--- config.mk ---
export PLATFORM = sky130hd
export DESIGN_NAME = uart_brk_tx
export DESIGN_NICKNAME = d
export VERILOG_FILES = /design/src/rtl/uart_brk_pkg.sv /design/src/rtl/uart_brk_hold.sv /design/src/rtl/uart_brk_shift.sv /design/src/rtl/uart_brk_tx.sv
export SDC_FILE = /design/constraint.sdc
export NUM_CORES = 1
export LEC_CHECK = 0
export BUFFER_PORTS_ARGS = -buffer_cell sky130_fd_sc_hd__buf_2
export CORE_ASPECT_RATIO = 1.5
export CORE_UTILIZATION = 64
export DETAILED_ROUTE_END_ITERATION = 8
export PLACE_DENSITY = 0.93
export REMOVE_ABC_BUFFERS = 1
export SLEW_MARGIN = 20
export SYNTH_ARGS = -nofsm -noshare
export SYNTH_HDL_FRONTEND = slang
export SYNTH_HIERARCHICAL = 1
export SYNTH_SLANG_ARGS = --single-unit
--- constraint.sdc ---
create_clock -name clk -period 7.25 [get_ports clk]
set_input_delay 1.45 -clock clk [delete_from_list [all_inputs] [get_ports clk]]
set_output_delay 1.45 -clock clk [all_outputs]
set_load 0.02 [all_outputs]
--- src/rtl/uart_brk_pkg.sv ---
package uart_brk_pkg;

  typedef enum logic [2:0] {
    ST_IDLE,
    ST_START,
    ST_DATA,
    ST_PAR,
    ST_STOP,
    ST_GUARD,
    ST_RECOV
  } tx_state_e;

  // Length of the forced idle-high period after a break ends
  function automatic int unsigned gap_len(int unsigned guard, int unsigned floor_n);
    return (guard > floor_n) ? guard : floor_n;
  endfunction

  // Number of bit periods in one frame, break or normal
  function automatic int unsigned frame_len(int unsigned data_bits, bit par, int unsigned guard);
    return 1 + data_bits + (par ? 1 : 0) + 1 + guard;
  endfunction

endpackage

--- src/rtl/uart_brk_hold.sv ---
module uart_brk_hold #(
  parameter int DATA_W = 8
) (
  input  logic              clk,
  input  logic              rst,
  input  logic              thr_wr,
  input  logic [DATA_W-1:0] thr_data,
  input  logic              brk_start,
  input  logic              brk_stop,
  input  logic              take,
  output logic              hold_valid,
  output logic [DATA_W-1:0] hold_data,
  output logic              hold_brk,
  output logic              brk_req
);

  // Named events, also used by the assertions
  logic acc_brk;
  logic acc_chr;

  assign acc_brk = !hold_valid && brk_start;
  assign acc_chr = !hold_valid && thr_wr && !brk_start;

  always_ff @(posedge clk) begin
    if (rst) begin
      hold_valid <= 1'b0;
      hold_data  <= '0;
      hold_brk   <= 1'b0;
    end else if (take) begin
      hold_valid <= 1'b0;
    end else if (acc_brk) begin
      hold_valid <= 1'b1;
      hold_data  <= '0;
      hold_brk   <= 1'b1;
    end else if (acc_chr) begin
      hold_valid <= 1'b1;
      hold_data  <= thr_data;
      hold_brk   <= 1'b0;
    end
  end

  // A stop-break request wins over a start-break request in the same cycle
  always_ff @(posedge clk) begin
    if (rst) begin
      brk_req <= 1'b0;
    end else if (brk_stop) begin
      brk_req <= 1'b0;
    end else if (acc_brk) begin
      brk_req <= 1'b1;
    end
  end

  p_brk_accept_r8: assert property (@(posedge clk) disable iff (rst)
    (acc_brk && !brk_stop) |=> (hold_valid && hold_brk && brk_req));

  p_full_ignores_r6: assert property (@(posedge clk) disable iff (rst)
    (hold_valid && !take) |=> (hold_valid && $stable(hold_data) && $stable(hold_brk)));

  p_chr_accept_r2: assert property (@(posedge clk) disable iff (rst)
    acc_chr |=> (hold_valid && !hold_brk && hold_data == $past(thr_data)));

  p_stop_clears_r10: assert property (@(posedge clk) disable iff (rst)
    brk_stop |=> !brk_req);

endmodule

--- src/rtl/uart_brk_shift.sv ---
module uart_brk_shift
  import uart_brk_pkg::*;
#(
  parameter int DATA_W  = 8,
  parameter int TG_W    = 8,
  parameter int MIN_GAP = 12
) (
  input  logic              clk,
  input  logic              rst,
  input  logic              bit_en,
  input  logic              par_en,
  input  logic [TG_W-1:0]   tg_len,
  input  logic              hold_valid,
  input  logic [DATA_W-1:0] hold_data,
  input  logic              hold_brk,
  input  logic              brk_req,
  output logic              take,
  output logic              txd,
  output logic              busy,
  output logic              in_recov,
  output logic              in_brk
);

  localparam int BASE_W = (TG_W > $clog2(MIN_GAP + 1)) ? TG_W : $clog2(MIN_GAP + 1);
  localparam int CNT_W  = ((BASE_W > $clog2(DATA_W + 1)) ? BASE_W : $clog2(DATA_W + 1)) + 1;

  tx_state_e         st;
  logic [CNT_W-1:0]  cnt;
  logic [DATA_W-1:0] shreg;
  logic              par_q;
  logic              cur_brk;

  logic [CNT_W-1:0]  tg_ext;
  logic [CNT_W-1:0]  gap_ext;

  // Named events
  logic frame_end;
  logic recov_end;
  logic idle_go;
  logic brk_again;
  logic to_recov;
  logic data_last;

  assign tg_ext  = CNT_W'(tg_len);
  assign gap_ext = CNT_W'(gap_len(int'(tg_len), MIN_GAP));

  assign data_last = (st == ST_DATA) && (cnt == CNT_W'(DATA_W - 1));
  assign frame_end = bit_en &&
                     (((st == ST_STOP) && (tg_ext == '0)) ||
                      ((st == ST_GUARD) && (cnt == tg_ext - CNT_W'(1))));
  assign recov_end = bit_en && (st == ST_RECOV) && (cnt == gap_ext - CNT_W'(1));
  assign idle_go   = bit_en && (st == ST_IDLE);
  assign brk_again = frame_end && cur_brk && brk_req;
  assign to_recov  = frame_end && cur_brk && !brk_req;
  assign take      = hold_valid && (idle_go || recov_end || (frame_end && !cur_brk));

  always_ff @(posedge clk) begin
    if (rst) begin
      st      <= ST_IDLE;
      cnt     <= '0;
      shreg   <= '1;
      par_q   <= 1'b0;
      cur_brk <= 1'b0;
    end else if (bit_en) begin
      if (take) begin
        st      <= ST_START;
        shreg   <= hold_data;
        par_q   <= ^hold_data;
        cur_brk <= hold_brk;
        cnt     <= '0;
      end else if (brk_again) begin
        st  <= ST_START;
        cnt <= '0;
      end else if (to_recov) begin
        st      <= ST_RECOV;
        cnt     <= '0;
        cur_brk <= 1'b0;
      end else if (frame_end || recov_end) begin
        st  <= ST_IDLE;
        cnt <= '0;
      end else begin
        unique case (st)
          ST_START: begin
            st  <= ST_DATA;
            cnt <= '0;
          end
          ST_DATA: begin
            shreg <= shreg >> 1;
            if (data_last) begin
              st  <= par_en ? ST_PAR : ST_STOP;
              cnt <= '0;
            end else begin
              cnt <= cnt + CNT_W'(1);
            end
          end
          ST_PAR: st <= ST_STOP;
          ST_STOP: begin
            st  <= ST_GUARD;
            cnt <= '0;
          end
          ST_GUARD: cnt <= cnt + CNT_W'(1);
          ST_RECOV: cnt <= cnt + CNT_W'(1);
          default: st <= ST_IDLE;
        endcase
      end
    end
  end

  always_comb begin
    unique case (st)
      ST_START: txd = 1'b0;
      ST_DATA:  txd = shreg[0] && !cur_brk;
      ST_PAR:   txd = par_q && !cur_brk;
      ST_STOP:  txd = !cur_brk;
      ST_GUARD: txd = !cur_brk;
      default:  txd = 1'b1;
    endcase
  end

  assign busy     = (st != ST_IDLE);
  assign in_recov = (st == ST_RECOV);
  assign in_brk   = cur_brk && (st != ST_IDLE) && (st != ST_RECOV);

  p_brk_chain_r9: assert property (@(posedge clk) disable iff (rst)
    brk_again |=> (st == ST_START && cur_brk));

  p_recov_entry_r10: assert property (@(posedge clk) disable iff (rst)
    to_recov |=> (st == ST_RECOV && cnt == '0));

  p_recov_hold_r10: assert property (@(posedge clk) disable iff (rst)
    (st == ST_RECOV && bit_en && cnt < gap_ext - CNT_W'(1)) |=> (st == ST_RECOV));

  p_start_low_r3: assert property (@(posedge clk) disable iff (rst)
    take |=> (st == ST_START && !txd));

endmodule

--- src/rtl/uart_brk_tx.sv ---
module uart_brk_tx #(
  parameter int DATA_W  = 8,
  parameter int TG_W    = 8,
  parameter int MIN_GAP = 12
) (
  input  logic              clk,
  input  logic              rst,
  input  logic              bit_en,
  input  logic              thr_wr,
  input  logic [DATA_W-1:0] thr_data,
  input  logic              par_en,
  input  logic [TG_W-1:0]   tg_len,
  input  logic              brk_start,
  input  logic              brk_stop,
  output logic              txd,
  output logic              txrdy,
  output logic              txempty
);

  logic              take;
  logic              hold_valid;
  logic [DATA_W-1:0] hold_data;
  logic              hold_brk;
  logic              brk_req;
  logic              busy;
  logic              in_recov;
  logic              in_brk;

  uart_brk_hold #(
    .DATA_W (DATA_W)
  ) u_hold (
    .clk        (clk),
    .rst        (rst),
    .thr_wr     (thr_wr),
    .thr_data   (thr_data),
    .brk_start  (brk_start),
    .brk_stop   (brk_stop),
    .take       (take),
    .hold_valid (hold_valid),
    .hold_data  (hold_data),
    .hold_brk   (hold_brk),
    .brk_req    (brk_req)
  );

  uart_brk_shift #(
    .DATA_W  (DATA_W),
    .TG_W    (TG_W),
    .MIN_GAP (MIN_GAP)
  ) u_shift (
    .clk        (clk),
    .rst        (rst),
    .bit_en     (bit_en),
    .par_en     (par_en),
    .tg_len     (tg_len),
    .hold_valid (hold_valid),
    .hold_data  (hold_data),
    .hold_brk   (hold_brk),
    .brk_req    (brk_req),
    .take       (take),
    .txd        (txd),
    .busy       (busy),
    .in_recov   (in_recov),
    .in_brk     (in_brk)
  );

  assign txrdy   = !hold_valid;
  assign txempty = !hold_valid && !busy;

  p_empty_idle_r12: assert property (@(posedge clk) disable iff (rst)
    txempty |-> (txrdy && txd));

  p_recov_line_r10: assert property (@(posedge clk) disable iff (rst)
    in_recov |-> (txd && !txempty));

  p_brk_line_r9: assert property (@(posedge clk) disable iff (rst)
    in_brk |-> !txd);

  p_busy_rdy_r7: assert property (@(posedge clk) disable iff (rst)
    (!txrdy && brk_start && !take) |=> !txrdy);

endmodule

## After elaboration in Yosys (flattened, before gate mapping)

Cells that the tools add are included.

- Flip-flop bits (word level): 33
- Output and inout port bits: 3
- Word-level logic and storage cells: 103

- Add/sub/neg operators: 3
- Order comparisons: 1
- Equality and inequality tests: 14
- Multiplexer cells: 29
- Bitwise operators: 1
- Reductions and logical operators: 46

Operators with widths:

| operator | number |
|---|---|
| $mux W8 | 8 |
| $mux W9 | 5 |
| $pmux W9 S3 | 1 |
| $eq A9 B9 Y1 | 2 |
| $logic_and A1 B1 Y1 | 18 |
| $mux W3 | 6 |
| $pmux W3 S5 | 1 |
| $reduce_or A2 Y1 | 5 |
| $add A9 B1 Y9 const B | 1 |
| $eq A3 B3 Y1 const B | 3 |
| $eq A9 B3 Y1 const B | 1 |
| $logic_not A9 Y1 | 1 |
| $sub A8 B1 Y9 const B | 1 |
| $sub A9 B1 Y9 const B | 1 |
| $gt A8 B4 Y1 const B | 1 |
| $reduce_xor A8 Y1 | 1 |
| $mux W1 | 7 |
| $reduce_bool A7 Y1 | 1 |
| $eq A3 B2 Y1 const B | 2 |
| $ne A2 B2 Y1 const B | 3 |
| $ne A6 B3 Y1 const B | 1 |
| $reduce_and A2 Y1 | 3 |
| $reduce_and A3 Y1 | 2 |
| $reduce_bool A2 Y1 | 3 |
| other kinds (9) | 16 |

## Logic depth before layout (Yosys ltp)

Gate-level depths: netlist of run 1.

- Word-level depth: 10
- Mapped depth: 17
- Depth with buffers taken out: 15

## Modules after synthesis

Netlist of run 1, hierarchy kept.

Modules (own cells, without submodules):

| module | times used | cells each | area an instance (sq um) |
|---|---|---|---|
| uart_brk_shift | 1 | 278 | 2094.5 |
| uart_brk_hold | 1 | 51 | 480.5 |
| uart_brk_tx | 1 | 2 | 7.5 |

## Worst setup path before layout of run 1

Ideal clock, no wire load.

- Path kind: input to register
- Start: in tg_len[4]
- End: reg u_hold.hold_data[0]
- Setup time: 0.116 ns
- Arrival: 4.902 ns
- Required time: 7.134 ns
- Slack: 2.233 ns
- Stages on the path: 14
- Path through: buf_2 -> nor4_1 -> a21o_1 -> ha_1 -> a21oi_1 -> o2111ai_1 -> or4_1 -> or4_1 -> o22ai_2 -> clkbuf_1 -> nor2_2 -> and2_4 -> buf_6 -> a31o_1

- Longest elaborated chain between the ends: 10

RTL lines:

| item | RTL line | RTL |
|---|---|---|
| start: declaration | uart_brk_tx.sv:12 | `input logic [TG_W-1:0] tg_len,` |
| $gt A8 B4 Y1 / $sub A8 B1 Y9 (equally long branches) | uart_brk_pkg.sv:15, uart_brk_shift.sv:50 |  |
| $mux W8 / $eq A9 B9 Y1 (equally long branches) | uart_brk_pkg.sv:15, uart_brk_shift.sv:50 |  |
| $sub A9 B1 Y9 / $logic_and A1 B1 Y1 (equally long branches) | uart_brk_shift.sv:51, uart_brk_shift.sv:50 |  |
| $eq A9 B9 Y1 / $logic_or A1 B1 Y1 (equally long branches) | uart_brk_shift.sv:51, uart_brk_shift.sv:49 |  |
| $logic_and A1 B1 Y1 (on tied branches) | uart_brk_shift.sv:51, uart_brk_shift.sv:48 |  |
| $logic_or A1 B1 Y1 / $logic_and A1 B1 Y1 (equally long branches) | uart_brk_shift.sv:55 | `assign take = hold_valid && (idle_go \|\| recov_end \|\| (frame_end && !cur_brk));` |
| $logic_or A1 B1 Y1 * | uart_brk_shift.sv:55 |  |
| $logic_and A1 B1 Y1 * | uart_brk_shift.sv:55 |  |
| net take | uart_brk_tx.sv:20 | `logic take;` |
| $not A1 Y1 (no line) * | - |  |
| $reduce_and A2 Y1 (no line) * | - |  |
| end signal: assignment | uart_brk_hold.sv:37 | `hold_data <= thr_data;` |
| end: declaration | uart_brk_hold.sv:12 | `output logic [DATA_W-1:0] hold_data,` |

Mark *: on every way through the listed nets, which the timed path passes. The rest lies on a longest branch.
A chain may end at the register's enable or synchronous reset.

## Worst setup path in the final report of run 1

- Start: in tg_len[6]
- End: reg u_shift.cnt[2]

- Longest elaborated chain between the ends: 10

RTL lines:

| item | RTL line | RTL |
|---|---|---|
| $gt A8 B4 Y1 / $sub A8 B1 Y9 (equally long branches) | uart_brk_pkg.sv:15, uart_brk_shift.sv:50 |  |
| $mux W8 / $eq A9 B9 Y1 (equally long branches) | uart_brk_pkg.sv:15, uart_brk_shift.sv:50 |  |
| $sub A9 B1 Y9 / $logic_and A1 B1 Y1 (equally long branches) | uart_brk_shift.sv:51, uart_brk_shift.sv:50 |  |
| $eq A9 B9 Y1 / $logic_or A1 B1 Y1 (equally long branches) | uart_brk_shift.sv:51, uart_brk_shift.sv:49 |  |
| $logic_and A1 B1 Y1 (on tied branches) | uart_brk_shift.sv:51, uart_brk_shift.sv:48 |  |
| $logic_or A1 B1 Y1 / $logic_and A1 B1 Y1 (equally long branches) | uart_brk_shift.sv:55 |  |
| $logic_or A1 B1 Y1 * | uart_brk_shift.sv:55 |  |
| $logic_and A1 B1 Y1 * | uart_brk_shift.sv:55 |  |
| net take | uart_brk_tx.sv:20 |  |
| $reduce_bool A7 Y1 (no line) | - |  |
| $reduce_and A2 Y1 (no line) | - |  |
| end signal: assignment | uart_brk_shift.sv:93 | `cnt <= cnt + CNT_W'(1);` |
| end signal: assignment | uart_brk_shift.sv:101 | `ST_GUARD: cnt <= cnt + CNT_W'(1);` |
| end signal: assignment | uart_brk_shift.sv:102 | `ST_RECOV: cnt <= cnt + CNT_W'(1);` |
| end: declaration | uart_brk_shift.sv:28 | `logic [CNT_W-1:0] cnt;` |

Marked as above.

==> metrics list, run 1 <==
- Synthesized instance count: 330
- Vias/cell: 6.554
- TritonCTS buffer count: 5
- Global routing finished with a remaining overflow of 0.
- Worst setup path end: u_shift/cnt[2]
* Clock skew: between 0.006 and 0.007 ns
- Die Area: 0.004289 mm2
- The pre-antenna-repair detailed-routing pass consisted of 4 iterations.
* Maximum net fanout on the critical path: 15
- Nets: about 360
- Worst reg2reg endpoint: u_shift/cnt[2]
- Number of antenna violations at the first check in global routing: 0
- Placeable core region: 0.003750 mm2
- Counting both buffers and inverters, the worst setup path holds a total of 2.
- The worst register-to-register path begins at u_shift/st[2].
- Cell family with most CP delay: simple AND/OR/NAND/NOR gates
* Clock tree from TritonCTS: done
* Port buffer count: 25
- The slowest stage of the critical path is the sky130_fd_sc_hd__nor4_1 cell.
- The worst setup path is launched from a primary input.
* Arrival time reported for the critical path endpoint: 5.38 ns
* Max incr delay on CP: about 0.63 ns
- The number of global-route vias before repair was 2,286.
- Highest-count cells in the layout ignoring fill and taps: 33 x sky130_fd_sc_hd__dfxtp_1, 31 x sky130_fd_sc_hd__nand2_1, 25 x sky130_fd_sc_hd__buf_2
- Buffer levels on the longest clock path: 2
- DPL Wire Length: 4322 um
* Mean post-synth cell area: 7.807 um2
- Routability-driven placement finished with a final weighted congestion of 0.8890.
- The first routing iteration left 80 violations.
- Clock period minus final worst setup slack: ~5.2 ns
* Critical path origin: tg_len[6]
- Post-CTS repair changed the size of 0 cells.
- Once the clock tree was built, the setup fixing pass inserted 0 buffers.
- Leaving out fill and tap cells, the most frequent cell in the layout is sky130_fd_sc_hd__dfxtp_1.
* Number of setup violations in the final report: 0
- Series of cell instances along the critical path: buf_2 -> nor4_1 -> a21o_1 -> ha_1 -> a21oi_1 -> o2111ai_1 -> or4_1 -> or4_1 -> o22ai_2 -> buf_4 -> nor3_1 -> a21oi_1 -> o22ai_1
- The first global-routing pass estimated approximately 9900 um of wire.
- The worst setup path is captured at a flip-flop.
* Clock net sink count: 33
- Vias post-DR: around 2,500
- The critical path crosses 13 cells after its start point.
* Power Dens Cells: 158.2 mW/mm2
* Starting density of the core: 0.6870
* Number of max-capacitance violations reported: 0
* Area delta synth->final: 5.634%
- Setup total negative slack on the finished layout was measured at 0 ns.
- For the worst setup path, the data required time is 7.42 ns.
* Ant. Diodes: 0
- For the worst-skew pair, the clock arrives at the later sink with an insertion delay of 0.29 ns.
* RSZ-0062 raised after global routing: no
* Clock-pin slew reported for the worst setup and hold paths after clock tree synthesis: about 0.07 ns
- For this run, the top clock speed supported by timing is 192.0 MHz.
- GRT Util Overall: 0.3081
* Final Util: 0.7257
- Entering global routing, the biggest net connects 31 pins.
* Pre-CTS setup slack: 1.807 ns
- Site row count: 27
* Leak pwr: 1.039 nW
- Headroom to the max-slew limit came out at 0.4532.
- Worst setup slack after layout: 2.042 ns
- Number of routed nets with antenna violations: 0
- In this run the number of H-tree levels came out at 2.
- Die Y: 79.71 um
- Wires add up to 5938 um.
- Class of the most critical setup path: primary input to flip-flop
* Peak ir drop on the vdd network: 0.1552 mV
- Outcome: complete, no violations
* Number of pins with negative max-slew slack in the final report: 0
- Clock tree synthesis selected as its root buffer the cell sky130_fd_sc_hd__clkbuf_8.
- Remaining DRCs: 0
- At the pin with the least slew margin, the transition time is approximately 0.8 ns.
- R2r worst-path depth: 10
- For this design, the CTS-stage hold fixing added 0 buffers.
* Wire per inst: 15.59 um
* Share of cells above drive strength 1: 0.1598
- 26 I/O pins were placed.
- The cell area that synthesis handed to floorplanning was around 0.0026 mm2.
* Period Utilization, post-route: 0.7183
- In this run the register-to-register setup slack is between 3 and 4 ns.
* Warnings from Yosys: 6
* Number of endpoints with negative hold slack in the final report: 0
- Die Width: 53.81 um
- Type of the most critical hold path: flip-flop to flip-flop
-- through the flow --
| step | hold slack, ns | cell area [um2] | std cells | total power [mW] |
|---|---|---|---|---|
| 5_1_grt | 0.5124 | 2721 | 381 | 0.4494 |
| 2_1_floorplan | 0.4490 | 2449 | 304 | 0.2664 |
| 6_report | 0.4986 | 2721 | 381 | 0.4304 |
| 3_3_place_gp | 0.4737 | 2635 | 373 | 0.2936 |
| 4_1_cts | 0.4939 | 2721 | 381 | 0.4298 |
| 3_5_place_dp | 0.4773 | 2635 | 373 | 0.2972 |
-- layout make-up --
class	count	area, um2
Clock buffer	5	68.82
Clock inverter	3	17.52
Fill cell	294	1028
Inverter	14	52.55
Multi-Input combinational cell	257	1735
Sequential cell	33	660.6
Tap cell	43	53.80
Timing Repair Buffer	26	132.6
-- per-layer routing --
layer,wire (um),GRT usage
met1,2358,0.3325
met2,3108,0.5543
met3,320,0.04952
met4,150,0.1395
met5,0,0
-- worst min path at each step --
stage,start,end,slack (ns),depth (start not counted)
after floorplan,u_hold/hold_brk,u_shift/cur_brk,0.45,2
after global placement,u_hold/hold_brk,u_shift/cur_brk,0.47,2
after detailed placement,u_shift/shreg[7],u_shift/shreg[7],0.48,1
after CTS,u_shift/shreg[7],u_shift/shreg[7],0.49,1
after global routing,u_shift/shreg[2],u_shift/shreg[2],0.51,2
final,u_hold/hold_brk,u_shift/cur_brk,0.50,2
-- tightest hold or removal path, stage by stage, from the launching register on --
cell,delay (ns)
sky130_fd_sc_hd__dfxtp_1,0.33
sky130_fd_sc_hd__a21oi_1,0.06
sky130_fd_sc_hd__nor2_1,0.08
-- where the power goes --
part	switching, mW	leakage [nW]	internal [mW]	total, mW
Combinational	0.0546	0.726	0.0400	0.0945
Sequential	0.0108	0.269	0.190	0.201
Clock	0.0688	0.0439	0.0662	0.135
Total	0.134	1.04	0.296	0.430
-- flip-flops by register name (all words and copies together) (netlist names) --
signal,flops
u_shift/par_q,1
u_shift/shreg,8
u_shift/cnt,9
u_shift/st,3
u_hold/brk_req,1
u_hold/hold_brk,1
u_hold/hold_valid,1
u_hold/hold_data,8
u_shift/cur_brk,1
Note: power is estimated with default switching activity, not from simulation.
==> run 2, diff against run 1 <==
Settings changed: ABC_AREA from default to 1, CORE_UTILIZATION 64 to 60, PLACE_DENSITY 0.93 to 0.88.
Clock period 7.25 ns to 5.1 ns, I/O delays scaled along.
==> run 2 against run 1 <==
  * Critical path depth up 8
  * Largest power group is now combinational logic
  * Sequential share of layout area fell by 2.7 points
  * Via count is 22% higher
  * Combinational power rose to 3.8 times the previous value
  * Die area grew 17%
  * Power rose by 120%
  * Clock power grew 86%
  * First-iteration DRC count increased by 95%
  * Sequential power increased by 67%
  * Critical endpoint is now u_hold/hold_brk
==> metrics list, run 2 <==
- Outcome: complete, no violations
- Placeable core region: 0.004542 mm2 (+21%)
- Subtracting the final worst setup slack from the clock period gives 3.630 ns.
- Total placed cells including tap cells: 560 (+50%)
* Arrival time reported for the critical path endpoint: 3.80 ns (-1.58 ns)
- The first-pass iteration count of the detailed router is 4 (unchanged).
* Count of boundary I/O pins: 26 (unchanged)
* Nets: 530 (+46%)
- The global-route track usage on met3 is 0.03922 (-0.01031).
- Synthesized instance count: 483 (+46%)
- Cell family with most CP delay: simple AND/OR/NAND/NOR gates
- The peak supply drop came to 0.2463 mV (+59%).
- The final-report hold violation count was 0 (unchanged).
- The number of gates resized after CTS was 0 (unchanged).
- The global-route usage over all layers was 0.3052 (-0.002926).
- Number of antenna violations at the first check in global routing: 0 (unchanged)
- The final instance count without filler cells was 568 (+49%).
- First-pass GRT wire length: 11,960 um (+21%)
* Global Route met1 Usage: 0.3082 (-0.02436)
* Number of global-route vias before repair: 2,845 (+24%)
- Vias/cell: 5.368 (-18%)
- GPL Wtd Cong: 0.9820 (+10%)
- The fraction of final layout cells with drive strength greater than 1 was 0.1468 (-0.01294).
- The cell sitting at the root of the clock tree is a sky130_fd_sc_hd__clkbuf_8.
* Largest register by flop count: u_shift/cnt
- Leak pwr: 1.551 nW (+49%)
- Clk Latency, worst-skew pair: 0.29 ns (about the same)
- TritonCTS buffer count: 5 (unchanged)
- Dividing the final minimum period by the clock period gives 0.7117.
- The residual antenna-violating net count after detailed routing is 0 (unchanged).
* Accumulated negative setup slack: 0 ns (unchanged)
* Data required time at the worst endpoint: 5.27 ns (-2.15 ns)
- The number of pins exceeding their max-slew limit in the final report was 0 (unchanged).
* Largest register FFs: 9 (unchanged)
- Tightest Pin Transition: 0.6561 ns (-0.1578 ns)
* Relative slew margins: 0.5621 (+0.1089)
* Remaining DRCs: 0 (unchanged)
* Highest-count cells in the layout ignoring fill and taps: 120 x sky130_fd_sc_hd__nand2_1, 76 x sky130_fd_sc_hd__nor2_1, 62 x sky130_fd_sc_hd__inv_1
- The violation count after the first detailed-routing iteration is 156 (+95%).
- The setup path with the least slack is of type primary input to flip-flop.
- Site row count: 30 (+11%)
* Area delta synth->final: 8.219%
- The estimated wirelength of the detail-placed design came to 5413 um (+25%).
- The tightest min-delay check is of the flip-flop to flip-flop type.
* H-tree depth: 2 (unchanged)
* RSZ-0062 raised after global routing: no
- The total number of vias was 3,049 (+22%).
- STA classifies the critical path endpoint as a flip-flop.
- Series of cell instances along the critical path: buf_2 -> nor2_2 -> nand2_4 -> inv_2 -> nand2_1 -> nand2_2 -> ha_1 -> nand2_1 -> nor2_1 -> o21ai_1 -> o21ai_1 -> xor2_1 -> nor2_1 -> nand2_1 -> nand2_2 -> nand2_4 -> inv_4 -> nor2_4 -> nand2_4 -> nand3_1 -> o21ai_0
- The minimum hold slack is 0.5110 ns (+0.01248 ns).
* Post-CTS repair timing setup buffer count: 0 (unchanged)
- The total clock sinks was 33 (unchanged).
- Clock skew: 0.007788 ns (+0.0009704 ns)
* Maximum net fanout on the critical path: 25 (+10)
- Number of max-capacitance violations reported: 0 (unchanged)
- Max incr delay on CP: 0.27 ns (-0.36 ns)
- The starting density of the core was 0.6234 (-0.06360).
- The maximum buffer depth of the clock tree is 2 (unchanged).
- Element type at the critical path start: primary input
* Busiest layer in global routing: met2
- Registers with the most flip-flops: u_shift/cnt x9, u_hold/hold_data x8, u_shift/shreg x8
- Die Area: 0.005004 mm2 (+17%)
- The final global-route overflow total is 0 (unchanged).
- Warnings from Yosys: 6 (unchanged)
* Ant. Diodes: 0 (unchanged)
- The pin count of the biggest net entering global routing was 26 (-16%).
- The die span in x is 58.09 um (+8.0%).
* Fmax: about 280 MHz
- The total length of routed wires came to 6987 um (+18%).
- The die extent in y was 86.14 um (+8.1%).
* Clock-pin slew reported for the worst setup and hold paths after clock tree synthesis: 0.08 ns (about the same)
- Mapped cell area: 0.002831 mm2 (+9.9%)
* Clock tree from TritonCTS: done
- The largest individual stage delay along the critical path comes from the cell sky130_fd_sc_hd__xor2_1.
* Most frequent standard cell in the layout excluding fill and tap cells: sky130_fd_sc_hd__nand2_1
- Wire per inst: 12.30 um (-21%)
- The total of hold buffers inserted after clock tree synthesis was 0 (unchanged).
* Power Dens Cells: 307.9 mW/mm2 (+95%)
* Crit path buf inv count: 3 (+1)
- Port buffer count: 25 (unchanged)
* Routing usage on met2: 0.5789 (+0.02457)
- The post-synthesis area per instance was 5.862 um2 (-25%).
* Number of setup violations in the final report: 0 (unchanged)
## run 2: report_power, final
part	switching, mW	internal, mW	total (mW)
Clock	0.105	0.146	0.251
Sequential	0.0413	0.294	0.335
Combinational	0.228	0.130	0.357
Total	0.374	0.570	0.944
## run 2: worst min-delay path, stage by stage, from the launching register on
cell and delay (ns):
sky130_fd_sc_hd__dfxtp_1 0.32, sky130_fd_sc_hd__nand3_1 0.07, sky130_fd_sc_hd__nand3_1 0.07
## run 2: through the flow
stage	total power, mW	instance area (um2)	util	worst slack (ns)
after CTS	0.9437	3064	0.6747	1.556
after global routing	1.012	3064	0.6747	1.214
after floorplan	0.6034	2744	-	1.776
after detailed placement	0.6896	2949	0.6493	1.258
after global placement	0.6825	2949	0.6493	1.315
final	0.9435	3064	0.6747	1.470
## run 2: final cells by class
cell class              instances  area [um2]
clock buffers                   5       68.82
clock inverters                 3       46.29
fillers                       443        1478
inverters                      71       269.0
multi-input cells             367        1814
flip-flops and latches         33       660.6
well taps                      64       80.08
repair buffers                 25       125.1
## run 2: path summary, 6_finish.rpt
kind	start	end	slack, ns	cells past startpoint
min	u_shift/shreg[3]	u_shift/shreg[3]	0.51	2
min reg2reg	u_shift/shreg[3]	u_shift/shreg[3]	0.51	2
max	tg_len[5]	u_hold/hold_brk	1.47	21
max reg2reg	u_shift/st[1]	u_hold/hold_data[2]	2.35	18
## run 2: per-layer routing
metal | vias to the layer above | share of wire
met4 | 0 | 0.057
met1 | 1354 | 0.38
met2 | 95 | 0.53
met3 | 36 | 0.040
li1 | 1564 | -
met5 | - | 0
